--- src/rtl/wdog_pkg.sv ---
// Package: shared types for the two-step watchdog.
// Assumes: nothing beyond IEEE 1800-2017.
package wdog_pkg;
    // Records which pre-clear strobe was seen last in two-step mode.
    typedef enum logic [1:0] {
        ARM_NONE = 2'b00,
        ARM_A    = 2'b01,
        ARM_B    = 2'b10
    } arm_e;
endpackage

--- src/rtl/wdog_clear_qual.sv ---
// Module: wdog_clear_qual
// Decides whether this cycle carries an effective clear. In single-step
// mode the single strobe passes through. In two-step mode a pre-clear
// counts only when the other one was the last seen. Assumes strobes are
// synchronous one-cycle pulses from the decoder.
module wdog_clear_qual
    import wdog_pkg::*;
(
    input  logic clk,
    input  logic rst_n,
    input  logic two_step_mode,
    input  logic clr_single,
    input  logic preclr_a,
    input  logic preclr_b,
    output logic clr_eff
);
    arm_e arm_q;
    arm_e arm_d;
    logic a_only;
    logic b_only;

    // Qualify strobes: simultaneous A and B are treated as neither.
    always_comb begin
        a_only = preclr_a & ~preclr_b;
        b_only = preclr_b & ~preclr_a;
    end

    // Decide if a clear takes effect this cycle.
    always_comb begin
        if (two_step_mode) begin
            clr_eff = (a_only && (arm_q == ARM_B)) ||
                      (b_only && (arm_q == ARM_A));
        end else begin
            clr_eff = clr_single;
        end
    end

    // Next value of the alternation record.
    always_comb begin
        arm_d = arm_q;
        if (!two_step_mode) begin
            arm_d = ARM_NONE;
        end else if (clr_eff) begin
            arm_d = ARM_NONE;
        end else if (a_only) begin
            arm_d = ARM_A;
        end else if (b_only) begin
            arm_d = ARM_B;
        end
    end

    // Alternation record register.
    always_ff @(posedge clk) begin
        if (!rst_n) begin
            arm_q <= ARM_NONE;
        end else begin
            arm_q <= arm_d;
        end
    end
endmodule

--- src/rtl/wdog_counter.sv ---
// Module: wdog_counter
// Up-counter that advances on a tick and wraps at all ones. A clear has
// priority over a tick. Assumes CNT_W >= 2.
module wdog_counter #(
    parameter int CNT_W = 16
) (
    input  logic             clk,
    input  logic             rst_n,
    input  logic             clr,
    input  logic             tick,
    output logic [CNT_W-1:0] count,
    output logic             wrap
);
    localparam logic [CNT_W-1:0] CNT_MAX = {CNT_W{1'b1}};
    localparam logic [CNT_W-1:0] CNT_ONE = {{(CNT_W-1){1'b0}}, 1'b1};

    logic [CNT_W-1:0] cnt_q;

    // Roll-over event: a tick at all ones that no clear overrides.
    always_comb begin
        wrap = tick && !clr && (cnt_q == CNT_MAX);
    end

    // Count register: clear, else advance on tick (wrap is natural).
    always_ff @(posedge clk) begin
        if (!rst_n) begin
            cnt_q <= '0;
        end else if (clr) begin
            cnt_q <= '0;
        end else if (tick) begin
            cnt_q <= cnt_q + CNT_ONE;
        end
    end

    assign count = cnt_q;
endmodule

--- src/rtl/wdog_flags.sv ---
// Module: wdog_flags
// Holds the time-out and power-down flags and the reset request pulse.
// Within one cycle a clear acts before a sleep strobe. Assumes the wrap
// input is already suppressed by a clear.
module wdog_flags (
    input  logic clk,
    input  logic rst_n,
    input  logic clr,
    input  logic sleep,
    input  logic wrap,
    output logic to_flag,
    output logic pd_flag,
    output logic rst_req
);
    logic to_q;
    logic pd_q;
    logic req_q;

    // Time-out flag: cleared by clear or sleep, set by roll-over.
    always_ff @(posedge clk) begin
        if (!rst_n) begin
            to_q <= 1'b0;
        end else if (clr || sleep) begin
            to_q <= 1'b0;
        end else if (wrap) begin
            to_q <= 1'b1;
        end
    end

    // Power-down flag: sleep sets it (after clear), clear zeroes it.
    always_ff @(posedge clk) begin
        if (!rst_n) begin
            pd_q <= 1'b0;
        end else if (sleep) begin
            pd_q <= 1'b1;
        end else if (clr) begin
            pd_q <= 1'b0;
        end
    end

    // Reset request: one cycle per roll-over.
    always_ff @(posedge clk) begin
        if (!rst_n) begin
            req_q <= 1'b0;
        end else begin
            req_q <= wrap;
        end
    end

    assign to_flag = to_q;
    assign pd_flag = pd_q;
    assign rst_req = req_q;
endmodule

--- src/rtl/wdog_twostep_top.sv ---
// Module: wdog_twostep_top
// Watchdog with a single-step or an alternating two-step clear. Wires
// clear qualification, the counter and the status flags together.
// Assumes all inputs are synchronous to clk.
module wdog_twostep_top #(
    parameter int CNT_W = 16
) (
    input  logic             clk,
    input  logic             rst_n,
    input  logic             tick_en,
    input  logic             two_step_mode,
    input  logic             clr_single,
    input  logic             preclr_a,
    input  logic             preclr_b,
    input  logic             sleep_req,
    output logic [CNT_W-1:0] count,
    output logic             to_flag,
    output logic             pd_flag,
    output logic             rst_req
);
    logic clr_eff;
    logic wrap;

    wdog_clear_qual u_qual (
        .clk           (clk),
        .rst_n         (rst_n),
        .two_step_mode (two_step_mode),
        .clr_single    (clr_single),
        .preclr_a      (preclr_a),
        .preclr_b      (preclr_b),
        .clr_eff       (clr_eff)
    );

    wdog_counter #(.CNT_W(CNT_W)) u_cnt (
        .clk   (clk),
        .rst_n (rst_n),
        .clr   (clr_eff),
        .tick  (tick_en),
        .count (count),
        .wrap  (wrap)
    );

    wdog_flags u_flags (
        .clk     (clk),
        .rst_n   (rst_n),
        .clr     (clr_eff),
        .sleep   (sleep_req),
        .wrap    (wrap),
        .to_flag (to_flag),
        .pd_flag (pd_flag),
        .rst_req (rst_req)
    );
endmodule

--- config.mk ---
export PLATFORM = sky130hd
export DESIGN_NAME = wdog_twostep_top
export DESIGN_NICKNAME = d
export VERILOG_FILES = /design/src/rtl/wdog_pkg.sv /design/src/rtl/wdog_clear_qual.sv /design/src/rtl/wdog_counter.sv /design/src/rtl/wdog_flags.sv /design/src/rtl/wdog_twostep_top.sv
export SDC_FILE = /design/constraint.sdc
export NUM_CORES = 1
export LEC_CHECK = 0
export BUFFER_PORTS_ARGS = -buffer_cell sky130_fd_sc_hd__buf_2
export CAP_MARGIN = 0
export CORE_ASPECT_RATIO = 0.75
export CORE_MARGIN = 3
export CORE_UTILIZATION = 53
export CTS_CLUSTER_SIZE = 16
export DETAILED_ROUTE_END_ITERATION = 7
export GPL_TIMING_DRIVEN = 0
export PLACE_DENSITY = 0.92
export SYNTH_ARGS = -nofsm -noshare
export SYNTH_HDL_FRONTEND = slang
export SYNTH_SLANG_ARGS = --single-unit
--- constraint.sdc ---
create_clock -name clk -period 2.85 [get_ports clk]
set_input_delay 0.4275 -clock clk [delete_from_list [all_inputs] [get_ports clk]]
set_output_delay 0.4275 -clock clk [all_outputs]
set_load 0.02 [all_outputs]
== Word-level counts from Yosys, hierarchy flattened ==
Cells that the tools add are included.
Cells by class
  add/sub/neg operators: 1
  equal/unequal tests: 3
  mux-type cells: 5
  bitwise logic cells: 6
  reductions and logical operators: 13
Operator list (count)
  $add 16x1->16 const B: 1
  $eq 16x16->1 const B: 1
  $mux 1: 5
  $logic_and 1x1->1: 4
  $not 1->1: 4
  $reduce_bool 2->1: 2
  $reduce_or 2->1: 2
  $reduce_or 4->1: 1
  $reduce_or 3->1: 1
  $and 1x1->1: 2
  $eq 2x1->1 const B: 1
  $eq 2x2->1 const B: 1
  $logic_or 1x1->1: 2
  $logic_not 1->1: 1
Word-level totals
  register bits after elaboration: 21
  output and inout port bits: 19
  word-level logic and storage cells: 34

== Longest topological paths before layout ==
Gate-level depths: netlist (run 1).
  depth after elaboration: 8
  gate-level depth with buffers: 7
  gate-level depth less buffers: 6

== Modules after synthesis ==
A second synthesis (run 1) with hierarchy kept.
Unflattened totals
  cells, all modules: 108
  area, all modules: 1018.5 µm²
By module, submodules not included
  wdog_counter: instances 1, cells each 83, area each 772.0 µm², seq. area each 320.3 µm²
  wdog_clear_qual: instances 1, cells each 17, area each 147.6 µm², seq. area each 40.0 µm²
  wdog_flags: instances 1, cells each 8, area each 98.8 µm², seq. area each 60.1 µm²

== Worst setup path before layout (run 1) ==
OpenSTA, ideal clock, no wires.
  path kind: reg2reg
  from: register u_cnt.cnt_q[0], in the netlist u_cnt.count[0]
  to: register u_flags.to_q, in the netlist u_flags.to_flag
  data arrival time: 1.555 ns
  data required time: 2.764 ns
  slack: 1.209 ns
  stages on the path, launching flop included: 6
  buffers on the path: 0
  cells stage by stage: dfxtp_1 -> ha_1 -> nand4_2 -> nor4_2 -> nand2_1 -> a211oi_1
On the way
  word-level cells in the longest chain between the ends: 2
RTL lines
  start, declared: line wdog_counter.sv:17  | logic [CNT_W-1:0] cnt_q;
  start signal, assigned: line wdog_counter.sv:31  | cnt_q <= cnt_q + CNT_ONE;
  $eq 16x16->1: line wdog_counter.sv:21  | wrap = tick && !clr && (cnt_q == CNT_MAX);
  $logic_and 1x1->1: line wdog_counter.sv:21
  end signal, assigned: line wdog_flags.sv:22  | to_q <= 1'b0;
  end signal, assigned: line wdog_flags.sv:24  | to_q <= 1'b0;
  end signal, assigned: line wdog_flags.sv:26  | to_q <= 1'b1;
  end, declared: line wdog_flags.sv:15  | logic to_q;
No other way between the ends.
A chain may end at the register's enable or synchronous reset.

== Worst setup path after layout (run 1) ==
Ends and elaborated chain as after synthesis.

==> results.md, run 1 <==
* Syn Nets at 114
* DIE WIDTH at ~55 µm
* Port Buf Inserts at 26
* Largest net degree at the start of global routing at 12
* Worst VDD drop at 0.288 mV
* Nets at 145
* Initial antenna violation count at 0
* # diodes at 0
* Worst Path Arrival at between 1500 and 2000 ps
* GPL Wtd Cong at 0.777
* Worst slew margin at 69.1%
* TritonCTS buffer count at 3
* Ports at 27
* Avg Cell Area, Syn at 9.11 µm²
* Resize count post-CTS at 0
* XOR/XNOR share of the synthesized area at 12.1%
* CTS Root Cell: clkbuf_4
* Layout area overhead at 19.5%
* Worst Tran Pin Value at 463 ps
* Main combinational cell family by area after synthesis: simple AND/OR/NAND/NOR gates
* CTS tree: built
* Layout fillers at around 130
* Seq cells post-synth at 21
* Initial core utilization at 59.5%
* Pre-CTS WS at 1010 ps
* DR DRC count at 0
* RSZ-0062 raised after global routing: no
* DR pass1 iterations at 4
* Min Clock Period, post-route at 1730 ps
* Post-synthesis mux area share at 2.13%
* Vias at 856
* Vias in the first global route at 784
* Synth Area in Compound Gates at 4.67%
* Register area share after synthesis at between 40% and 50%
* # Max-Cap Violations at 0
* Clk slew on worst S/H paths at 110 ps
* Area of the multi-input gates at 499 µm²
* Commonest cells post-synth: 21 x dfxtp_1, 19 x nor2_1, 9 x nand2_1
* Layout Skew at ~3.8 ps
* GRT Util Overall at 19.2%
* Syn Std Cell Area at 938 µm²
* WL/cell at 12.7 µm
* FP Rows at 12
* Post-synth ARST share at 0%
* Synth Flop Type: dfxtp_1
* Post-DP Area at 0.00109 mm²
* Synth top area share at 44.8%
* Leak at between 0.4 and 0.5 nW
* Achievable Freq at 0.579 GHz
* Gr ovfl total at 0
* Clk_lat worst skew at around 300 ps
* P per Cell Area at 420 mW/mm²
* Crit start category: register
* Status: complete, no violations
* Simple-gate share of the synthesized area at 30.3%
* Final max-slew violation count at 0
* WS Path Type: reg2reg
* # hold bufs at CTS at 0
* EDFF count, synth at 0
* Mapped Cells at 103
* Final WL at 1960 µm
* Dpl hpwl at approximately 1500 µm
* Crit. End Element: register
* Final period util at 60.6%
* H-tree levels at 1
* Ranking of synthesized cells by area: dfxtp_1 45%, nor2_1 7.6%, xor2_1 6.5%, xnor2_1 5.6%, ha_1 4.0%
* Final WS setup at approximately 1100 ps
* Share of cells above drive strength 1 at 26.3%
* Core area at 0.00158 mm²
* Adder-cell share of the synthesized area at roughly 4.0%
* Vias per cell at 5.56
* Hold Crit Class: in2reg
* Synth warn at 0
* Crit-path max FO at 6
* Max clock buf depth at 2
* Die H at 42.4 µm
* Count leader, synth: dfxtp_1
* DR iter-0 viols at 11
* Setup Buffers After CTS at 0
* Sequential Area at 420 µm²
* Critical Path RT at about 3100 ps
* DIE AREA at 0.00232 mm²
* R2r setup slk at 1120 ps
* Post-layout instance area at ~0.0011 mm²
* Post-synth cell types at 29
* Leading area contributor after synthesis: dfxtp_1
* Clk sinks at 21
* Setup tns final at 0 ps
* First-pass GRT wire length at 3330 µm
* Final ANT Viol Nets at 0
* Final Hold Violating Endpoints at 0
* Final setup viols at 0
==> cells by family after synthesis <==
family / after synthesis
flip-flops: 21
multiplexers: 2
adder cells (fa/ha/maj): 3
buffers and inverters: 5
AND/OR/NAND/NOR: 52
XOR/XNOR: 13
AO/OA/AOI/OAI: 7
==> layer usage <==
layer	routed length [µm]	vias up	track usage [%]	part of all wire, %
met4	12	0	3.98	0.61
met2	970	24	31.6	49
met3	121	4	7.47	6.2
met1	859	410	23.1	44
li1	-	418	-	-
met5	0	-	0	0
==> area by class of cell <==
| cell class | count | area share (%) |
|---|---|---|
| multi-input cells | 77 | 44.5 |
| flip-flops and latches | 21 | 37.5 |
| repair buffers | 26 | 11.6 |
| clock buffers | 4 | 2.34 |
| well taps | 21 | 2.34 |
| inverters | 3 | 1.00 |
| plain buffers | 2 | 0.670 |
==> power breakdown <==
part	switching [mW]	internal, mW
Clock	0.0841	0.0546
Combinational	0.0194	0.0134
Sequential	0.00326	0.296
==> worst paths after layout <==
kind                     end  cells past startpoint             from
max reg2reg  u_flags.to_flag                      5   u_cnt.count[0]
min          u_flags.to_flag                      2        sleep_req
max          u_flags.to_flag                      5   u_cnt.count[0]
min reg2reg  u_flags.to_flag                      2  u_flags.to_flag
==> state kept, by name, indices dropped and copies added (netlist names) <==
signal and cells:
u_flags.to_flag 1, u_qual.arm_q 2, u_flags.rst_req 1, u_cnt.count 16, u_flags.pd_flag 1
==> critical path, cell delays in order, from the launching register on <==
cell and delay, ps:
dfxtp_1 450, ha_1 220, nand4_2 210, nor4_2 400, nand2_1 130, a211oi_1 240
==> metrics by stage <==
stage,std cells,hold slack (ps),total power [mW],utilization (%)
6_report,154,283,0.471,71.1
5_1_grt,154,272,0.497,71.1
4_1_cts,154,284,0.472,71.1
3_5_place_dp,150,456,0.339,69.4
3_3_place_gp,150,433,0.337,69.4
2_1_floorplan,103,487,0.325,-
==> cells in the final DEF (no fill, tap or decap), drive strengths merged, types with 3 or more instances in the layout <==
cell | netlist | layout
buf | 0 | 26
dfxtp | 21 | 21
nor2 | 19 | 19
nand2 | 9 | 9
xor2 | 7 | 7
nand4 | 7 | 7
xnor2 | 6 | 6
clkbuf | 2 | 6
inv | 3 | 3
a21oi | 3 | 3
ha | 3 | 3
No activity file was read; power rests on OpenSTA's default activity.
==> inputs of run 2 (changes only) <==
--- a/config.mk
+++ b/config.mk
@@ -9,11 +9,11 @@
 export CAP_MARGIN = 0
 export CORE_ASPECT_RATIO = 0.75
 export CORE_MARGIN = 3
-export CORE_UTILIZATION = 53
+export CORE_UTILIZATION = 49
 export CTS_CLUSTER_SIZE = 16
 export DETAILED_ROUTE_END_ITERATION = 7
 export GPL_TIMING_DRIVEN = 0
-export PLACE_DENSITY = 0.92
+export PLACE_DENSITY = 0.87
 export SYNTH_ARGS = -nofsm -noshare
 export SYNTH_HDL_FRONTEND = slang
 export SYNTH_SLANG_ARGS = --single-unit
==> constraint.sdc (replaced) <==
create_clock -name clk -period 1.8 [get_ports clk]
set_input_delay 0.27 -clock clk [delete_from_list [all_inputs] [get_ports clk]]
set_output_delay 0.27 -clock clk [all_outputs]
set_load 0.02 [all_outputs]
==> results.md, run 2 (synthesis results as in run 1) <==
* Status: complete, no violations
* Cell family contributing the most delay on the critical path: simple AND/OR/NAND/NOR gates
* CP Buf/Inv Count at 0 (unchanged)
* Hold slack at 134 ps (-149 ps)
* Worst slew margin at 67.9% (-1.2 points)
* DR DRC count at 0 (unchanged)
* RSZ-0062 raised after global routing: no
* First-pass GRT wire length at 3400 µm (+2.3%)
* Nets at 145 (unchanged)
* Ports at 27 (unchanged)
* Max FFs per register at 16 (unchanged)
* H-tree levels at 1 (unchanged)
* TritonCTS buffer count at 3 (unchanged)
* Die H at 43.9 µm (+3.4%)
* Final setup viols at 0 (unchanged)
* P per Cell Area at 665 mW/mm² (+58%)
* Clk slew on worst S/H paths at 120 ps (about the same)
* Slowest-stage cell, CP: dfxtp_2
* Layout fillers at 158 (+20%)
* Most frequent cells in the layout: 26 x buf_2, 19 x nor2_1, 19 x dfxtp_1
* Achievable Freq at 0.604 GHz (+4.4%)
* Setup Buffers After CTS at 0 (unchanged)
* Dpl hpwl at 1560 µm (+0.69%)
* WS Path Type: reg2reg
* FP Rows at 13 (+1)
* Layout area overhead at 20.9%
* Commonest non-fill, non-tap cell in the layout: buf_2
* Initial core utilization at 52.9% (-6.6 points)
* CTS Root Cell: clkbuf_4
* Min Clock Period, post-route at 1650 ps (-73.5 ps)
* GRT Util Overall at 17.7% (-1.5 points)
* Clk sinks at 21 (unchanged)
* Hold Path Depth at 2 (unchanged)
* Final Hold Violating Endpoints at 0 (unchanged)
* # Max-Cap Violations at 0 (unchanged)
* DR iter-0 viols at 27 (+16)
* Port Buf Inserts at 26 (unchanged)
* Final Power at 0.755 mW (+60%)
* Vias in the first global route at 755 (-3.7%)
* Crit-path max cell delay at 410 ps (-40 ps)
* DIE AREA at 0.00248 mm² (+7.1%)
* Final max-slew violation count at 0 (unchanged)
* Cells along the critical path: ha_1 > nand4_2 > nor4_4 > nand2_1 > a211oi_1
* GPL Wtd Cong at 0.743 (-4.4%)
* DR pass1 iterations at 4 (unchanged)
* # diodes at 0 (unchanged)
* Vias per cell at 5.43 (-2.4%)
* Worst Path Arrival at 1870 ps (-80 ps)
* Final period util at 91.9% (+31 points)
* Share of cells above drive strength 1 at 28.6% (+2.3 points)
* Gr ovfl total at 0 (unchanged)
* Post-layout util at 64.0% (-7.1 points)
* Clk_lat worst skew at 300 ps (about the same)
* Final WL at 2000 µm (+2.0%)
* Vias at 841 (-1.8%)
* Hold Crit Class: in2reg
* Final ANT Viol Nets at 0 (unchanged)
* Worst Tran Pin Value at 481 ps (+18.3 ps)
* Largest net degree at the start of global routing at 13 (+1)
* Initial antenna violation count at 0 (unchanged)
* DIE WIDTH at 56.5 µm (+3.6%)
* Leak at 0.498 nW (+4.3%)
* Crit start category: register
* Max clock buf depth at 2 (unchanged)
* Setup tns final at 0 ps (unchanged)
* Worst VDD drop at 0.488 mV (+70%)
* Levels on crit path at 5 (unchanged)
* WL/cell at 12.9 µm (+1.3%)
* CTS tree: built
* Crit. End Element: register
* Layout Skew at 4.94 ps (+1.13 ps)
* R2R depth at 5 (unchanged)
* Crit-path max FO at 6 (unchanged)
* Critical Path RT at 2020 ps (-1050 ps)
* Core area at 0.00177 mm² (+12%)
run 2: cell count changes in the layout (fill, tap and decap cells not counted), sizes merged:
cell	before	now
clkbuf	6	5
clkinv	0	1
run 2: repair_timing:
item,4_1_cts,5_1_grt
gates resized for setup,0,3
hold buffers,0,0
endpoints found under the hold margin,0,0
setup endpoints to repair,0,1
run 2: stage by stage:
stage	area [µm²]	worst slack [ps]	cells
after floorplan	938	159	103
after global placement	1100	175	151
after detailed placement	1100	56.2	151
after CTS	1120	20.1	155
after global routing	1130	40.3	155
final	1130	146	155
run 2: worst paths after layout:
path                        start              end  slack, ps
hold reg to reg   u_flags.to_flag  u_flags.to_flag        470
setup reg to reg   u_cnt.count[0]  u_flags.to_flag        150
setup / recovery   u_cnt.count[0]  u_flags.to_flag        150
hold / removal          sleep_req  u_flags.to_flag        130
run 2: final cells by class:
cell class,count,area (µm²),area share (%)
repair buffers,26,130,11.5
flip-flops and latches,21,423,37.3
well taps,22,27.5,2.43
multi-input cells,77,508,44.8
inverters,3,11.3,0.992
clock buffers,3,22.5,1.98
clock inverters,1,5.00,0.441
plain buffers,2,7.51,0.662
run 2: worst reg2reg max path, delay by kind of cell, from the launching register on:
family	cells	cell delay (ps)
and+or+nand+nor	3	710
DFF	1	410
AOI/OAI and AO/OA	1	250
adders and majority gates	1	210
run 2: report_power, final:
part           total (mW)  switching (mW)  leakage (nW)  internal [mW]
clock               0.228           0.145        0.0177         0.0829
sequential          0.475         0.00529         0.171          0.470
combinational      0.0516          0.0302         0.310         0.0214
total               0.755           0.180         0.498          0.574
run 2: routing by layer:
layer	global-route usage (%)	wire, µm	vias to the layer above
met4	4.74	14	0
li1	-	-	423
met1	22.4	917	390
met3	5.36	135	2
met2	29.7	935	26
met5	0	0	-
